## src/rtl/rsel_pkg.sv

```systemverilog
package rsel_pkg;

    localparam int RSEL_ADDR_W = 8;
    localparam int RSEL_DATA_W = 8;

    typedef enum logic {
        SRC_PINS = 1'b0,
        SRC_REGS = 1'b1
    } route_src_e;

    typedef struct packed {
        logic                   en;
        logic [RSEL_ADDR_W-1:0] addr;
        logic [RSEL_DATA_W-1:0] data;
    } cfg_wr_t;

    // True when a write carries the handover key at the key address
    function automatic logic is_key_write(input cfg_wr_t w,
                                          input logic [RSEL_ADDR_W-1:0] key_addr,
                                          input logic [RSEL_DATA_W-1:0] key_val);
        return w.en && (w.addr == key_addr) && (w.data == key_val);
    endfunction

    // True when a write targets the key address with any other data
    function automatic logic is_key_miss(input cfg_wr_t w,
                                         input logic [RSEL_ADDR_W-1:0] key_addr,
                                         input logic [RSEL_DATA_W-1:0] key_val);
        return w.en && (w.addr == key_addr) && (w.data != key_val);
    endfunction

endpackage

```

## src/rtl/rsel_pin_capture.sv

```systemverilog
module rsel_pin_capture #(
    parameter int PIN_W = 6
) (
    input  logic             clk,
    input  logic             rst,
    input  logic             pwr_down,
    input  logic [PIN_W-1:0] pins,
    output logic [PIN_W-1:0] pin_q
);
    // Armed by reset or power-down, fires once on the first free edge
    logic arm_q;

    always_ff @(posedge clk) begin
        if (rst) begin
            arm_q <= 1'b1;
            pin_q <= '0;
        end else if (pwr_down) begin
            arm_q <= 1'b1;
        end else if (arm_q) begin
            arm_q <= 1'b0;
            pin_q <= pins;
        end
    end

    // once disarmed the sample holds regardless of the pins
    p_pin_hold_r3: assert property (@(posedge clk) disable iff (rst)
        !arm_q |=> $stable(pin_q));

    // power-down always re-arms the sampler
    p_pd_arms_r9: assert property (@(posedge clk) disable iff (rst)
        pwr_down |=> arm_q);

    // an armed sampler takes the pins on the first free edge
    p_capture_r9: assert property (@(posedge clk) disable iff (rst)
        (arm_q && !pwr_down) |=> (pin_q == $past(pins)));

endmodule

```

## src/rtl/rsel_reg_bank.sv

```systemverilog
module rsel_reg_bank
    import rsel_pkg::*;
#(
    parameter int NUM_REGS  = 2,
    parameter int BASE_ADDR = 1,
    localparam int FLAT_W   = NUM_REGS * RSEL_DATA_W
) (
    input  logic              clk,
    input  logic              rst,
    input  cfg_wr_t           wr,
    output logic [FLAT_W-1:0] regs_flat
);
    logic [NUM_REGS-1:0] hit;

    for (genvar g = 0; g < NUM_REGS; g++) begin : g_reg
        localparam logic [RSEL_ADDR_W-1:0] MY_ADDR = RSEL_ADDR_W'(BASE_ADDR + g);

        assign hit[g] = wr.en && (wr.addr == MY_ADDR);

        always_ff @(posedge clk) begin
            if (rst) begin
                regs_flat[g*RSEL_DATA_W +: RSEL_DATA_W] <= '0;
            end else if (hit[g]) begin
                regs_flat[g*RSEL_DATA_W +: RSEL_DATA_W] <= wr.data;
            end
        end
    end

    // no addressed routing register, no change in contents
    p_reg_hold_r8: assert property (@(posedge clk) disable iff (rst)
        (hit == '0) |=> $stable(regs_flat));

    // at most one register decodes a given address
    p_one_hit_r6: assert property (@(posedge clk) disable iff (rst)
        $onehot0(hit));

endmodule

```

## src/rtl/rsel_src_latch.sv

```systemverilog
module rsel_src_latch
    import rsel_pkg::*;
#(
    parameter logic [RSEL_ADDR_W-1:0] KEY_ADDR = 8'hFF,
    parameter logic [RSEL_DATA_W-1:0] KEY_VAL  = 8'hFF
) (
    input  logic       clk,
    input  logic       rst,
    input  logic       pwr_down,
    input  cfg_wr_t    wr,
    output route_src_e src
);
    always_ff @(posedge clk) begin
        if (rst || pwr_down) begin
            src <= SRC_PINS;
        end else if (is_key_write(wr, KEY_ADDR, KEY_VAL)) begin
            src <= SRC_REGS;
        end
    end

    // power-down always drops register control
    p_pd_clears_r9: assert property (@(posedge clk) disable iff (rst)
        pwr_down |=> (src == SRC_PINS));

    // a key-address write with other data leaves the source alone
    p_bad_key_r5: assert property (@(posedge clk) disable iff (rst)
        (is_key_miss(wr, KEY_ADDR, KEY_VAL) && !pwr_down) |=> $stable(src));

    // the handover is one-way without power-down
    p_one_way_r4: assert property (@(posedge clk) disable iff (rst)
        (src == SRC_REGS && !pwr_down) |=> (src == SRC_REGS));

endmodule

```

## src/rtl/route_src_sel.sv

```systemverilog
module route_src_sel
    import rsel_pkg::*;
#(
    parameter int PIN_W       = 6,
    parameter int NUM_REGS    = 2,
    parameter int BASE_ADDR   = 1,
    parameter logic [RSEL_ADDR_W-1:0] KEY_ADDR = 8'hFF,
    parameter logic [RSEL_DATA_W-1:0] KEY_VAL  = 8'hFF,
    localparam int ROUTE_W    = NUM_REGS * RSEL_DATA_W
) (
    input  logic                   clk,
    input  logic                   rst,
    input  logic [PIN_W-1:0]       sel_pins,
    input  logic                   pwr_down,
    input  logic                   wr_en,
    input  logic [RSEL_ADDR_W-1:0] wr_addr,
    input  logic [RSEL_DATA_W-1:0] wr_data,
    output logic                   route_from_regs,
    output logic [ROUTE_W-1:0]     route_cfg
);
    cfg_wr_t            wr_gated;
    logic [PIN_W-1:0]   pin_q;
    logic [ROUTE_W-1:0] reg_word;
    route_src_e         src;

    // Writes are blocked while powered down
    always_comb begin
        wr_gated.en   = wr_en && !pwr_down;
        wr_gated.addr = wr_addr;
        wr_gated.data = wr_data;
    end

    rsel_pin_capture #(
        .PIN_W (PIN_W)
    ) u_pins (
        .clk      (clk),
        .rst      (rst),
        .pwr_down (pwr_down),
        .pins     (sel_pins),
        .pin_q    (pin_q)
    );

    rsel_reg_bank #(
        .NUM_REGS  (NUM_REGS),
        .BASE_ADDR (BASE_ADDR)
    ) u_regs (
        .clk       (clk),
        .rst       (rst),
        .wr        (wr_gated),
        .regs_flat (reg_word)
    );

    rsel_src_latch #(
        .KEY_ADDR (KEY_ADDR),
        .KEY_VAL  (KEY_VAL)
    ) u_src (
        .clk      (clk),
        .rst      (rst),
        .pwr_down (pwr_down),
        .wr       (wr_gated),
        .src      (src)
    );

    always_comb begin
        route_from_regs = (src == SRC_REGS);
        if (src == SRC_REGS) begin
            route_cfg = reg_word;
        end else begin
            route_cfg = {{(ROUTE_W-PIN_W){1'b0}}, pin_q};
        end
    end

    // nothing written while powered down reaches the registers
    p_pd_no_write_r10: assert property (@(posedge clk) disable iff (rst)
        pwr_down |=> $stable(reg_word));

    // register mode is entered only after a live key write
    p_rise_needs_key_r4: assert property (@(posedge clk) disable iff (rst)
        $rose(route_from_regs) |->
            $past(wr_en && !pwr_down && wr_addr == KEY_ADDR && wr_data == KEY_VAL));

    // in pin mode the upper routing bits are zero
    p_pin_upper_zero_r2: assert property (@(posedge clk) disable iff (rst)
        !route_from_regs |-> (route_cfg[ROUTE_W-1:PIN_W] == '0));

endmodule

```

## config.mk

```make
export PLATFORM = sky130hd
export DESIGN_NAME = route_src_sel
export DESIGN_NICKNAME = d
export VERILOG_FILES = /design/src/rtl/rsel_pkg.sv /design/src/rtl/rsel_pin_capture.sv /design/src/rtl/rsel_reg_bank.sv /design/src/rtl/rsel_src_latch.sv /design/src/rtl/route_src_sel.sv
export SDC_FILE = /design/constraint.sdc
export NUM_CORES = 1
export LEC_CHECK = 0
export ABC_AREA = 1
export BUFFER_PORTS_ARGS = -buffer_cell sky130_fd_sc_hd__buf_2
export CAP_MARGIN = 20
export CELL_PAD_IN_SITES_DETAIL_PLACEMENT = 0
export CELL_PAD_IN_SITES_GLOBAL_PLACEMENT = 1
export CORE_MARGIN = 3
export CORE_UTILIZATION = 33
export DETAILED_ROUTE_END_ITERATION = 10
export PLACE_DENSITY = 0.82
export SLEW_MARGIN = 15
export SYNTH_ARGS = -nofsm -noshare
export SYNTH_HDL_FRONTEND = slang
export SYNTH_SLANG_ARGS = --single-unit
```

## constraint.sdc

```tcl
create_clock -name clk -period 1.2 [get_ports clk]
set_input_delay 0.3 -clock clk [delete_from_list [all_inputs] [get_ports clk]]
set_output_delay 0.3 -clock clk [all_outputs]
set_load 0.01 [all_outputs]
```

==> impl_metrics.py <==
metrics = {
    "pwr": {
        "power.total_uw": 1580,
        "p_sw_uw": 380,
        "power_frac_clock_pct": 35.0,
        "combPwrFrac_pct": 13.5,
        "irDropWorstVdd_mv": 0.280,
        "power_leakage_uw": 0.000842,
        "p_int_uw": 1200,
        "power_density_mw_per_mm2": 967,
        "switching_share_pct": 24.0,
        "power_frac_seq_pct": 51.6,
    },
    "drt": {
        "wl_per_cell_um": 9.59,
        "num_vias": 1255,
        "via_per_inst": 4.50,
        "drcViolationCount": 0,
        "routed_wl_um": 2680,
        "drtPass1Iterations": 4,
        "ant_nets": 0,
        "first_iter_violations": 59,
    },
    "job": {
        "drv_cap": 0,
    },
    "grt": {
        "antenna_found_initial": 0,
        "grtUsageTotal_pct": 12.5,
        "grt_max_degree": 33,
        "grt_first_pass_wirelength_um": 4420,
        "grt_pass1_vias": 1070,
        "grt-ovfl-total": 0,
    },
    "worst_setup_path": {
        "end_kind": "output port",
        "required_ns": 0.90,
        "arrival_ns": 1.05,
        "cp-start-kind": "register",
        "cp_max_fo": 9,
        "rr_worst_depth": 3,
        "path_class": "register to output port",
    },
    "synthesis": {
        "syn_area_mm2": 0.00123,
        "syn_nets": 215,
        "synth_top_area_share_pct": 39.1,
        "netlist_instances": 189,
        "synth_edf_count": 0,
        "yosys_warnings": 0,
        "synth_most_common_cell": "nand2_1",
        "ys_ff_latch": 24,
        "synth_area_leaders": "dfxtp_1, nand2_1, a21oi_1, inv_1, nor2_1",
        "yosysUniqueCellTypes": 16,
        "synthFlopType": "dfxtp_1",
        "yosysTopAreaCell": "dfxtp_1",
        "ys_seq_area_share_pct": 39.1,
        "syn_area_per_cell_um2": 6.49,
        "netlist_top_cells_count": "nand2_1, inv_1, dfxtp_1, nor2_1, a21oi_1",
        "synthArstFlopShare_pct": 0,
    },
    "timing": {
        "min_period_over_period_pct": 113,
        "finClkSkew_ns": 0.000568,
        "fmax_mhz": 741,
        "grt_setup_unrepaired": "true",
        "finalSetupViolations": 17,
        "period_needed_ns": 1.35,
        "worst_slew_pin_slew_ns": 0.366,
        "hold_viol_final": 0,
        "slew_violations": 0,
        "slew_headroom_pct": 75.5,
        "fin_ws_ns": -0.150,
    },
    "die": {
        "fp.dieH_um": 67.0,
        "die_w_um": 67.0,
        "design.die.area_mm2": 0.00449,
        "coreArea_mm2": 0.00347,
        "row_count": 21,
        "ioPinCount": 43,
        "start_util_pct": 35.4,
    },
    "cts": {
        "root_buffer": "clkbuf_8",
        "clk_pin_slew_ns": 0.08,
        "h-tree-depth": 1,
        "clk_latency_ns": 0.26,
        "cts_tree": "yes",
        "numCtsBuffers": 3,
        "cts_setup_buffers": 0,
        "clk_path_buf_depth": 2,
        "clock-sinks": 24,
    },
    "final_layout": {
        "fin_nets": 260,
        "insertedDiodeCount": 0,
        "drive_gt1_share_pct": 28.3,
        "syn_to_final_growth_pct": 33.2,
        "postLayoutCellArea_mm2": 0.00164,
        "final_util_pct": 47.2,
    },
    "placed_design": {
        "finalWeightedCongestion": 0.692,
        "post-dp-hpwl_um": 1950,
        "dpl_cell_area_mm2": 0.00153,
        "io_buffer_count": 42,
    },
    "worst_hold_path": {
        "hp-class": "input port to register",
        "whs_path_depth": 3,
    },
    "status": {
        "outcome": "complete, but fails checks",
        "violations": "negative setup slack",
    },
}
worst max-delay path: stages (launching register included):
cell and delay (ns):
dfxtp_4 0.37, clkbuf_16 0.16, o21ai_1 0.12, buf_2 0.13
area by class of cell:
| class | instances | area [µm²] |
|---|---|---|
| Inverter | 29 | 109 |
| Clock buffer | 4 | 55.1 |
| Tap cell | 46 | 57.6 |
| Sequential cell | 24 | 484 |
| Fill cell | 414 | 1830 |
| Multi-Input combinational cell | 126 | 573 |
| Timing Repair Buffer | 50 | 357 |
cell families (layout without fill, tap and decap cells):
| logic type | count (synthesis) | in the layout | synth area share, % |
|---|---|---|---|
| compound gates | 34 | 34 | 13.9 |
| flops | 24 | 24 | 39.1 |
| simple gates | 92 | 92 | 31.9 |
| buf+inv | 39 | 83 | 15.1 |
through the flow:
step	worst slack, ns	hold slack (ns)	std cells	setup TNS (ns)
2_1_floorplan	0.0210	0.417	189	0
3_3_place_gp	0.00168	0.432	274	0
3_5_place_dp	-0.00234	0.438	274	-0.00234
6_report	-0.150	0.282	279	-1.93
4_1_cts	-0.156	0.282	278	-1.78
5_1_grt	-0.212	0.286	279	-3.05
path summary, 6_finish.rpt:
kind	start	end	slack [ns]
worst max-delay path	u_src.src	route_cfg[3]	-0.15
worst min-delay path	pwr_down	u_pins.arm_q	0.28
worst max register to register	u_pins.arm_q	u_pins.pin_q[1]	0.22
worst min register to register	u_pins.pin_q[0]	u_pins.pin_q[0]	0.45
flip-flops by register name, summed over array words and instances (netlist names):
| register | count |
|---|---|
| u_regs.regs_flat | 16 |
| u_pins.pin_q | 6 |
| u_pins.arm_q | 1 |
| u_src.src | 1 |
metal layers:
metal / vias to the layer above / wire length (µm) / GRT usage [%]
met2: 27 / 1250 / 20.5
met5: - / 0 / 0
met4: 0 / 44 / 4.56
li1: 676 / - / -
met3: 5 / 129 / 2.36
met1: 547 / 1250 / 16.2
timing repair:
item,4_1_cts,5_1_grt
hold buffers,0,0
resized for setup,4,8
setup endpoints to repair,17,17
gates cloned,0,1
endpoints found under the hold margin,0,0
pin swaps,0,3
placed cells by master, fill, tap and decap left out, types with 4 or more instances in the layout:
cell type	Yosys	final
dfxtp_1	24	23
nand2_1	43	43
o21ai_1	4	7
nand3_1	17	17
buf_2	1	41
nor2_2	5	5
nor2_1	24	24
a21oi_1	22	22
clkbuf_8	0	4
inv_1	28	28
buf_12	0	5
power groups by stage:
| stage | Clock, µW | Sequential [µW] | Combinational [µW] |
|---|---|---|---|
| after floorplan | 0 | 835 | 112 |
| after global placement | 0 | 836 | 209 |
| after detailed placement | 0 | 837 | 209 |
| after CTS | 560 | 818 | 211 |
| after global routing | 592 | 818 | 242 |
| final | 553 | 815 | 213 |
Power figures use the tool's default switching activity.
